<file path="config.mk">
export PLATFORM = sky130hd
export DESIGN_NAME = dcs_load_calc
export DESIGN_NICKNAME = d
export VERILOG_FILES = /design/src/rtl/dcs_pkg.sv /design/src/rtl/dcs_load_calc.sv
export SDC_FILE = /design/constraint.sdc
export NUM_CORES = 1
export LEC_CHECK = 0
export BUFFER_PORTS_ARGS = -buffer_cell sky130_fd_sc_hd__buf_2
export CELL_PAD_IN_SITES_DETAIL_PLACEMENT = 1
export CELL_PAD_IN_SITES_GLOBAL_PLACEMENT = 1
export CORE_ASPECT_RATIO = 1.1
export CORE_MARGIN = 1
export CORE_UTILIZATION = 26
export DETAILED_ROUTE_END_ITERATION = 16
export GPL_TIMING_DRIVEN = 0
export PLACE_DENSITY = 0.85
export REMOVE_ABC_BUFFERS = 1
export SYNTH_ARGS = -nofsm -noshare
export SYNTH_HDL_FRONTEND = slang
export SYNTH_SLANG_ARGS = --single-unit
</file>
<file path="constraint.sdc">
create_clock -name vclk -period 8.7
set_input_delay 1.74 -clock vclk [all_inputs]
set_output_delay 1.74 -clock vclk [all_outputs]
set_load 0.03 [all_outputs]
</file>
<file path="src/rtl/dcs_pkg.sv">
package dcs_pkg;

    localparam int NRULE = 6;

    localparam int RULE_WTR = 0;
    localparam int RULE_MRD = 1;
    localparam int RULE_MOD = 2;
    localparam int RULE_RPD = 3;
    localparam int RULE_WPD = 4;
    localparam int RULE_PPD = 5;

    typedef enum logic [2:0] {
        CMD_ACT = 3'd0,
        CMD_RD  = 3'd1,
        CMD_WR  = 3'd2,
        CMD_PRE = 3'd3,
        CMD_MRS = 3'd4,
        CMD_REF = 3'd5,
        CMD_PDE = 3'd6,
        CMD_RSV = 3'd7
    } cmd_e;

    typedef enum logic [1:0] {
        BM_BL8_FIX = 2'd0,
        BM_BL8_OTF = 2'd1,
        BM_BC4_OTF = 2'd2,
        BM_BC4_FIX = 2'd3
    } burst_e;

    typedef logic [NRULE-1:0] rule_vec_t;

    typedef struct packed {
        rule_vec_t load_en;   // rules whose window this command opens
        rule_vec_t applies;   // rules that govern this command
    } rule_sel_t;

    function automatic int ceil_div(input int num, input int den);
        return (num + den - 1) / den;
    endfunction

    function automatic int max_int(input int a, input int b);
        return (a > b) ? a : b;
    endfunction

    // clocks from write latency to start of the internal write
    function automatic logic [2:0] wr_start_gap(input burst_e b);
        return (b == BM_BC4_FIX) ? 3'd2 : 3'd4;
    endfunction

endpackage

</file>
<file path="src/rtl/dcs_load_calc.sv">
module dcs_load_calc
    import dcs_pkg::*;
#(
    parameter int CYC_W       = 5,
    parameter int CNT_W       = 8,
    parameter int TCK_PS      = 1600,
    parameter int TWTR_PS     = 7500,
    parameter int TWTR_MIN_CK = 4,
    parameter int TMOD_PS     = 15000,
    parameter int TMOD_MIN_CK = 12,
    parameter int TMRD_CK     = 4,
    parameter int TWR_PS      = 15000,
    parameter int RD_PD_EXTRA = 5,
    parameter int TPRPDEN_CK  = 1
) (
    input  logic [CYC_W-1:0] wl,
    input  logic [CYC_W-1:0] rl,
    input  burst_e           burst,
    output logic [CNT_W-1:0] load_val [NRULE]
);
    localparam int WTR_CK = max_int(TWTR_MIN_CK, ceil_div(TWTR_PS, TCK_PS));
    localparam int MOD_CK = max_int(TMOD_MIN_CK, ceil_div(TMOD_PS, TCK_PS));
    localparam int WR_CK  = ceil_div(TWR_PS, TCK_PS);

    // a gap of N clocks is held by a counter loaded with N-1
    localparam logic [CNT_W-1:0] WTR_TAIL = CNT_W'(WTR_CK - 1);
    localparam logic [CNT_W-1:0] WR_TAIL  = CNT_W'(WR_CK - 1);
    localparam logic [CNT_W-1:0] MRD_LD   = CNT_W'(TMRD_CK - 1);
    localparam logic [CNT_W-1:0] MOD_LD   = CNT_W'(MOD_CK - 1);
    localparam logic [CNT_W-1:0] RPD_TAIL = CNT_W'(RD_PD_EXTRA - 1);
    localparam logic [CNT_W-1:0] PPD_LD   = CNT_W'(TPRPDEN_CK - 1);

    logic [CNT_W-1:0] wl_x;
    logic [CNT_W-1:0] rl_x;
    logic [CNT_W-1:0] wr_start;

    always_comb begin
        wl_x     = CNT_W'(wl);
        rl_x     = CNT_W'(rl);
        wr_start = wl_x + CNT_W'(wr_start_gap(burst));

        load_val[RULE_WTR] = wr_start + WTR_TAIL;
        load_val[RULE_MRD] = MRD_LD;
        load_val[RULE_MOD] = MOD_LD;
        load_val[RULE_RPD] = rl_x + RPD_TAIL;
        load_val[RULE_WPD] = wr_start + WR_TAIL;
        load_val[RULE_PPD] = PPD_LD;
    end
endmodule

</file>
==> summary.txt, run 1 <==
Outcome: finished, final reports clean
Total track usage: 9.606%
Max-Cap Viols: 0
Die area: 2597 um^2
I/O pin cnt: 60
Worst setup margin: 2.809 ns
Gr ovfl total: 0
Cells taking the most area after synthesis: buf_4 37%, ha_1 12%, inv_1 6.0%
Synth Instances: 83
Diodes inserted: 0
Max Fclk: 0.1697 GHz
Initial Util: 27.67%
CP delay by family, top: adder cells
Sequential fraction of the synthesis area: 0%
Dpl hpwl: 1.118 mm
Die height: 53.35 um
Synth top area share: 37.35%
FF+latch area: 0 um^2
DP Worst Slack: 2.795 ns
Max Slew Vio Count: 0
VDD IR max: 0.03947 mV
Final Routed Wirelength: 1.245 mm
Vias per cell: 3.809
FF+latch count: 0
Core area: 2252 um^2
CP startpoint: burst[0]
Hold Fails Final Rpt: 0
WS Path Type: in2out
Post-Synthesis Cell Area: 623.1 um^2
Placer Congestion: 0.7713
Worst setup EP type: output port
Share of layout cells above drive strength 1: 34.91%
Drt pass-1 iters: 2
Crit share post-route: 67.72%
Vias in the first global route: 464
Tot Pwr: 0.07530 mW
Antenna violations before repair: 0
CP max stage delay: 0.53 ns
Slowest cell on crit path: fa_1
Pwr dens: 113.1 nW/um^2
Ys Warns: 0
First DRT Iteration DRCs: 2
Critical path peak fanout: 8
Die W: 48.68 um
NumNets Final: 127
Wire per inst: 9.154 um
Postcts setup bufs: 0
Area Growth Syn to Fin: 6.827%
Largest net degree at the start of global routing: 9
Biggest area consumer among synthesized cells: buf_4
First-pass GRT wire length: 2.028 mm
Crit path DAT: 4.15 ns
Pleak: 0.4012 nW
Finish-stage setup viols: 0
Crit start category: input port
Row count: 18
Drc violations: 0
Syn_area_per_cell: 7.507 um^2
Synth unique cells: 27
Resize count post-CTS: 0
WP buf/inv: 4
Post-route ant nets: 0
Port Buf Inserts: 28
CLK BUF: 0
Critical Path RT: 6.96 ns
CP Cell Sequence: buf_2, nand2_1, inv_1, ha_1, inv_1, fa_1, nor2b_2, nand2b_4, ha_1, a21oi_2, xnor2_1, a21oi_1, xnor2_1, buf_2
Worst hold path type: in2out
# hold bufs at CTS: 0
Hold_sp: rl[0]
Vias: 518
Period minus WS final: 5.891 ns
Setup TNS Final: 0 ns
RSZ-0062 raised after global routing: no
[cells in the mapped netlist]
cell      count
a21boi_0      1
a21o_1        1
a21oi_1       2
a21oi_2       1
a21oi_4       1
a221oi_2      1
and3_1        1
and3b_2       1
buf_4        31
conb_1        2
fa_1          1
ha_1          6
inv_1        10
nand2_1       4
nand2_2       1
nand2b_2      1
nand2b_4      1
nand3_1       2
nand4b_1      1
nor2_1        2
nor2b_2       1
o21ai_0       1
o21ai_2       1
o22ai_1       1
o311ai_1      1
xnor2_1       4
xor2_1        3
[cell families (layout without fill, tap and decap cells)]
kind of cell / count (synthesis) / after routing / synth area share [%]
xor gates and xnor gates: 7 / 7 / 9.840
buffers and inverters: 41 / 38 / 43.37
and+or+nand+nor: 15 / 15 / 15.26
other: 2 / 28 / 1.205
AOI/OAI and AO/OA: 11 / 11 / 15.06
adders and majority gates: 7 / 7 / 15.26
[cell type report]
class	instances	area, um^2
fill	304	1587
inverter	10	37.54
multi-input combinational	68	450.4
tap	30	37.54
timing repair buffer	28	140.1
[placed cells by master (no fill, tap or decap), drive strengths merged]
cell type,netlist,layout
conb,2,28
nand3,2,2
xor2,3,3
nand2b,2,2
inv,10,10
nand4b,1,1
nor2,2,2
and3,1,1
ha,6,6
a21boi,1,1
a21o,1,1
o311ai,1,1
o22ai,1,1
a21oi,4,4
nor2b,1,1
xnor2,4,4
a221oi,1,1
o21ai,2,2
buf,31,28
nand2,5,5
and3b,1,1
fa,1,1
[per-layer routing]
metal / vias up / wire (um) / GRT usage (%)
li1: 254 / - / -
met1: 221 / 530 / 11.20
met2: 43 / 542 / 18.06
met3: 0 / 172 / 3.161
met4: 0 / 0 / 0
met5: - / 0 / 0
[worst paths after layout]
| kind | slack (ns) | cells after the start | end |
|---|---|---|---|
| setup / recovery | 2.81 | 14 | load_val[12] |
| hold / removal | 3.48 | 0 | load_val[16] |
[power by group]
part,leakage (nW),switching (mW),internal [mW]
clock network,0,0,0
registers,0,0,0
logic,0.401,0.0556,0.0197
total,0.401,0.0556,0.0197
[through the flow]
| step | cell area, um^2 | util, % | std cells | hold slack (ns) |
|---|---|---|---|---|
| global route | 665.6 | 29.56 | 136 | 3.480 |
| CTS | 665.6 | 29.56 | 136 | 3.480 |
| global placement | 665.6 | 29.56 | 136 | 3.480 |
| detailed placement | 665.6 | 29.56 | 136 | 3.480 |
| finish | 665.6 | 29.56 | 136 | 3.480 |
| floorplan | 488.0 | - | 78 | 3.480 |
Note: power is estimated with default switching activity, not from simulation.
==> inputs of run 2 (changes only) <==
--- a/config.mk
+++ b/config.mk
@@ -10,10 +10,10 @@
 export CELL_PAD_IN_SITES_GLOBAL_PLACEMENT = 1
 export CORE_ASPECT_RATIO = 1.1
 export CORE_MARGIN = 1
-export CORE_UTILIZATION = 26
+export CORE_UTILIZATION = 22
 export DETAILED_ROUTE_END_ITERATION = 16
 export GPL_TIMING_DRIVEN = 0
-export PLACE_DENSITY = 0.85
+export PLACE_DENSITY = 0.76
 export REMOVE_ABC_BUFFERS = 1
 export SYNTH_ARGS = -nofsm -noshare
 export SYNTH_HDL_FRONTEND = slang
==> constraint.sdc (replaced) <==
create_clock -name vclk -period 5
set_input_delay 1 -clock vclk [all_inputs]
set_output_delay 1 -clock vclk [all_outputs]
set_load 0.03 [all_outputs]
==> summary.txt, run 2 (same netlist as run 1, synthesis figures left out) <==
Outcome: finished, final reports clean
Diodes inserted: 0
I/O pin cnt: 60
Vias per cell: 3.898
Resize count post-CTS: 0
Crit share post-route: 88.52%
FF+latch count: 0
Period minus WS final: 4.426 ns
First-pass GRT wire length: 2.132 mm
Switching power: 0.09724 mW
CP delay by family, top: adder cells
Gr ovfl total: 0
Slowest cell on crit path: fa_1
First DRT Iteration DRCs: 2
# hold bufs at CTS: 0
CP max stage delay: 0.52 ns
Drc violations: 0
Drt pass-1 iters: 4
Core area: 2591 um^2
Final Routed Wirelength: 1.273 mm
Wire per inst: 9.292 um
Post-route ant nets: 0
Initial Util: 24.05%
Setup TNS Final: 0 ns
Hold endpoint: load_val[16]
Hold Fails Final Rpt: 0
Largest net degree at the start of global routing: 9
Share of layout cells above drive strength 1: 34.91%
Commonest cells after routing, fill and taps aside: 28 x conb_1, 28 x buf_2, 10 x inv_1
NumNets Final: 127
Antenna violations before repair: 0
Vias: 534
FF+latch area: 0 um^2
Tot Pwr: 0.1315 mW
Finish-stage setup viols: 0
Crit start category: input port
RSZ-0062 raised after global routing: no
Critical Path RT: 4.00 ns
Dpl hpwl: 1.193 mm
Crit path DAT: 3.43 ns
VDD IR max: 0.06961 mV
WS Path Type: in2out
Max Slew Vio Count: 0
Seq pwr share: 0%
Sw Ratio: 73.95%
CLK BUF: 0
Max-Cap Viols: 0
Port Buf Inserts: 28
Die W: 52.74 um
Vias in the first global route: 511
Pleak: 0.4012 nW
Row count: 19
Die height: 57.82 um
Critical path peak fanout: 8
Area Growth Syn to Fin: 7.028%
Pint: 0.03426 mW
Clk pwr share: 0%
Pwr dens: 197.2 nW/um^2
Hold_sp: rl[0]
Die area: 3049 um^2
Combinational power share: 100.0%
Placer Congestion: 0.8121
Max Fclk: 0.2259 GHz
Postcts setup bufs: 0
Total track usage: 8.629%
Hold depth: 0
CP Cell Sequence: buf_2, nand2_1, inv_1, ha_1, inv_1, fa_1, nor2b_2, nand2b_4, ha_1, a21oi_2, xnor2_1, a21oi_1, xnor2_1, buf_2
Worst hold path type: in2out
WP buf/inv: 4
Worst setup EP type: output port
==> run 2: worst max-delay path by stage <==
stage	slack (ns)	cells after the start	end	start
after floorplan	0.59	11	load_val[12]	burst[0]
after global placement	0.66	14	load_val[12]	burst[0]
after detailed placement	0.56	14	load_val[12]	burst[0]
after CTS	0.56	14	load_val[12]	burst[0]
after global routing	0.36	14	load_val[12]	burst[0]
final	0.57	14	load_val[12]	burst[0]
==> run 2: power by group through the flow <==
| stage | clock [mW] | sequential, mW | combinational, mW |
|---|---|---|---|
| floorplan | 0 | 0 | 0.104 |
| global placement | 0 | 0 | 0.130 |
| detailed placement | 0 | 0 | 0.133 |
| CTS | 0 | 0 | 0.133 |
| global route | 0 | 0 | 0.142 |
| finish | 0 | 0 | 0.131 |
==> run 2: through the flow <==
step                      hold slack (ns)  util (%)  instance area [um^2]  setup slack (ns)  instances
after floorplan                     2.000         -                 488.0            0.5901         78
after global placement              2.000     25.74                 666.9            0.6560        137
after detailed placement            2.000     25.74                 666.9            0.5647        137
after CTS                           2.000     25.74                 666.9            0.5580        137
after global routing                2.000     25.74                 666.9            0.3620        137
final                               2.000     25.74                 666.9            0.5741        137
==> run 2: final cells by class <==
cell class | count | area, um^2
repair buffers | 28 | 140.1
well taps | 31 | 38.79
fillers | 344 | 1924
inverters | 10 | 37.54
multi-input cells | 68 | 450.4
==> run 2: routing by layer <==
| metal | vias up | global-route usage (%) | part of all wire [%] |
|---|---|---|---|
| li1 | 254 | - | - |
| met3 | 0 | 1.312 | 11 |
| met5 | - | 0 | 0 |
| met2 | 38 | 17.18 | 54 |
| met4 | 0 | 0 | 0 |
| met1 | 242 | 9.921 | 35 |
==> inputs of run 3 (changes only) <==
--- a/config.mk
+++ b/config.mk
@@ -13,7 +13,7 @@
 export CORE_UTILIZATION = 22
 export DETAILED_ROUTE_END_ITERATION = 16
 export GPL_TIMING_DRIVEN = 0
-export PLACE_DENSITY = 0.76
+export PLACE_DENSITY = 0.84
 export REMOVE_ABC_BUFFERS = 1
 export SYNTH_ARGS = -nofsm -noshare
 export SYNTH_HDL_FRONTEND = slang
==> summary.txt, run 3 (same netlist as run 1, synthesis figures left out) <==
Antenna violations before repair: 0
VDD IR max: 0.06285 mV
First-pass GRT wire length: 2.118 mm
Critical Path RT: 4.00 ns
Post-route ant nets: 0
Vias per cell: 3.854
Pwr dens: 197.9 nW/um^2
Crit path DAT: 3.39 ns
Row count: 19
Pleak: 0.4012 nW
Worst setup margin: 0.6071 ns
Filler cells: 343
Setup TNS Final: 0 ns
WP buf/inv: 4
Core area: 2591 um^2
# hold bufs at CTS: 0
Die W: 52.74 um
Gr ovfl total: 0
DP Worst Slack: 0.5853 ns
Critical path peak fanout: 8
Worst hold path type: in2out
Resize count post-CTS: 0
Finish-stage setup viols: 0
WS Path Type: in2out
NumNets Final: 127
Cell area after layout: 666.9 um^2
Vias in the first global route: 505
FF+latch area: 0 um^2
Max-Cap Viols: 0
Placed cell area: 666.9 um^2
Share of layout cells above drive strength 1: 34.91%
CP max stage delay: 0.52 ns
Worst hold slack: 2.000 ns
Max Fclk: 0.2276 GHz
Wire per inst: 9.474 um
Postcts setup bufs: 0
Largest net degree at the start of global routing: 9
CP Cell Sequence: buf_2, nand2_1, inv_1, ha_1, inv_1, fa_1, nor2b_2, nand2b_4, ha_1, a21oi_2, xnor2_1, a21oi_1, xnor2_1, buf_2
FF+latch count: 0
CLK BUF: 0
I/O pin cnt: 60
Crit start category: input port
Commonest cells after routing, fill and taps aside: 28 x conb_1, 28 x buf_2, 10 x inv_1
First DRT Iteration DRCs: 1
Crit share post-route: 87.86%
Slowest cell on crit path: fa_1
CP delay by family, top: adder cells
Period minus WS final: 4.393 ns
Placer Congestion: 0.6488
Die area: 3049 um^2
Initial Util: 24.05%
Diodes inserted: 0
Final Routed Wirelength: 1.298 mm
Total track usage: 8.633%
RSZ-0062 raised after global routing: no
Outcome: finished, final reports clean
Drc violations: 0
Worst setup EP type: output port
Port Buf Inserts: 28
Die height: 57.82 um
Vias: 528
Dpl hpwl: 1.201 mm
Hold Fails Final Rpt: 0
Max Slew Vio Count: 0
Final core utilization: 25.74%
Drt pass-1 iters: 2
Area Growth Syn to Fin: 7.028%
-- run 3: cell counts in the layout (fill, tap and decap cells not counted) --
No cell type changed its count.
-- run 3: worst paths after layout --
kind	endpoint	cells past startpoint	startpoint	slack, ns
max	load_val[12]	14	burst[0]	0.61
min	load_val[16]	0	rl[0]	2.00
-- run 3: power breakdown --
| part | total (mW) | internal, mW | switching (mW) |
|---|---|---|---|
| sequential | 0 | 0 | 0 |
| clock | 0 | 0 | 0 |
| combinational | 0.132 | 0.0344 | 0.0976 |
-- run 3: area by class of cell --
type / count / area, um^2 / share of cell area (%)
Tap cell: 31 / 38.79 / 5.816
Inverter: 10 / 37.54 / 5.629
Multi-Input combinational cell: 68 / 450.4 / 67.54
Timing Repair Buffer: 28 / 140.1 / 21.01
-- run 3: routing by layer --
metal / share of wire [%] / track usage, %
met1: 36 / 9.779
met2: 54 / 17.72
met3: 9.8 / 0.7874
met4: 0 / 0
met5: 0 / 0
-- run 3: through the flow --
step	cells	power, mW
floorplan	78	0.1036
global placement	137	0.1301
detailed placement	137	0.1333
CTS	137	0.1337
global route	137	0.1426
finish	137	0.1320
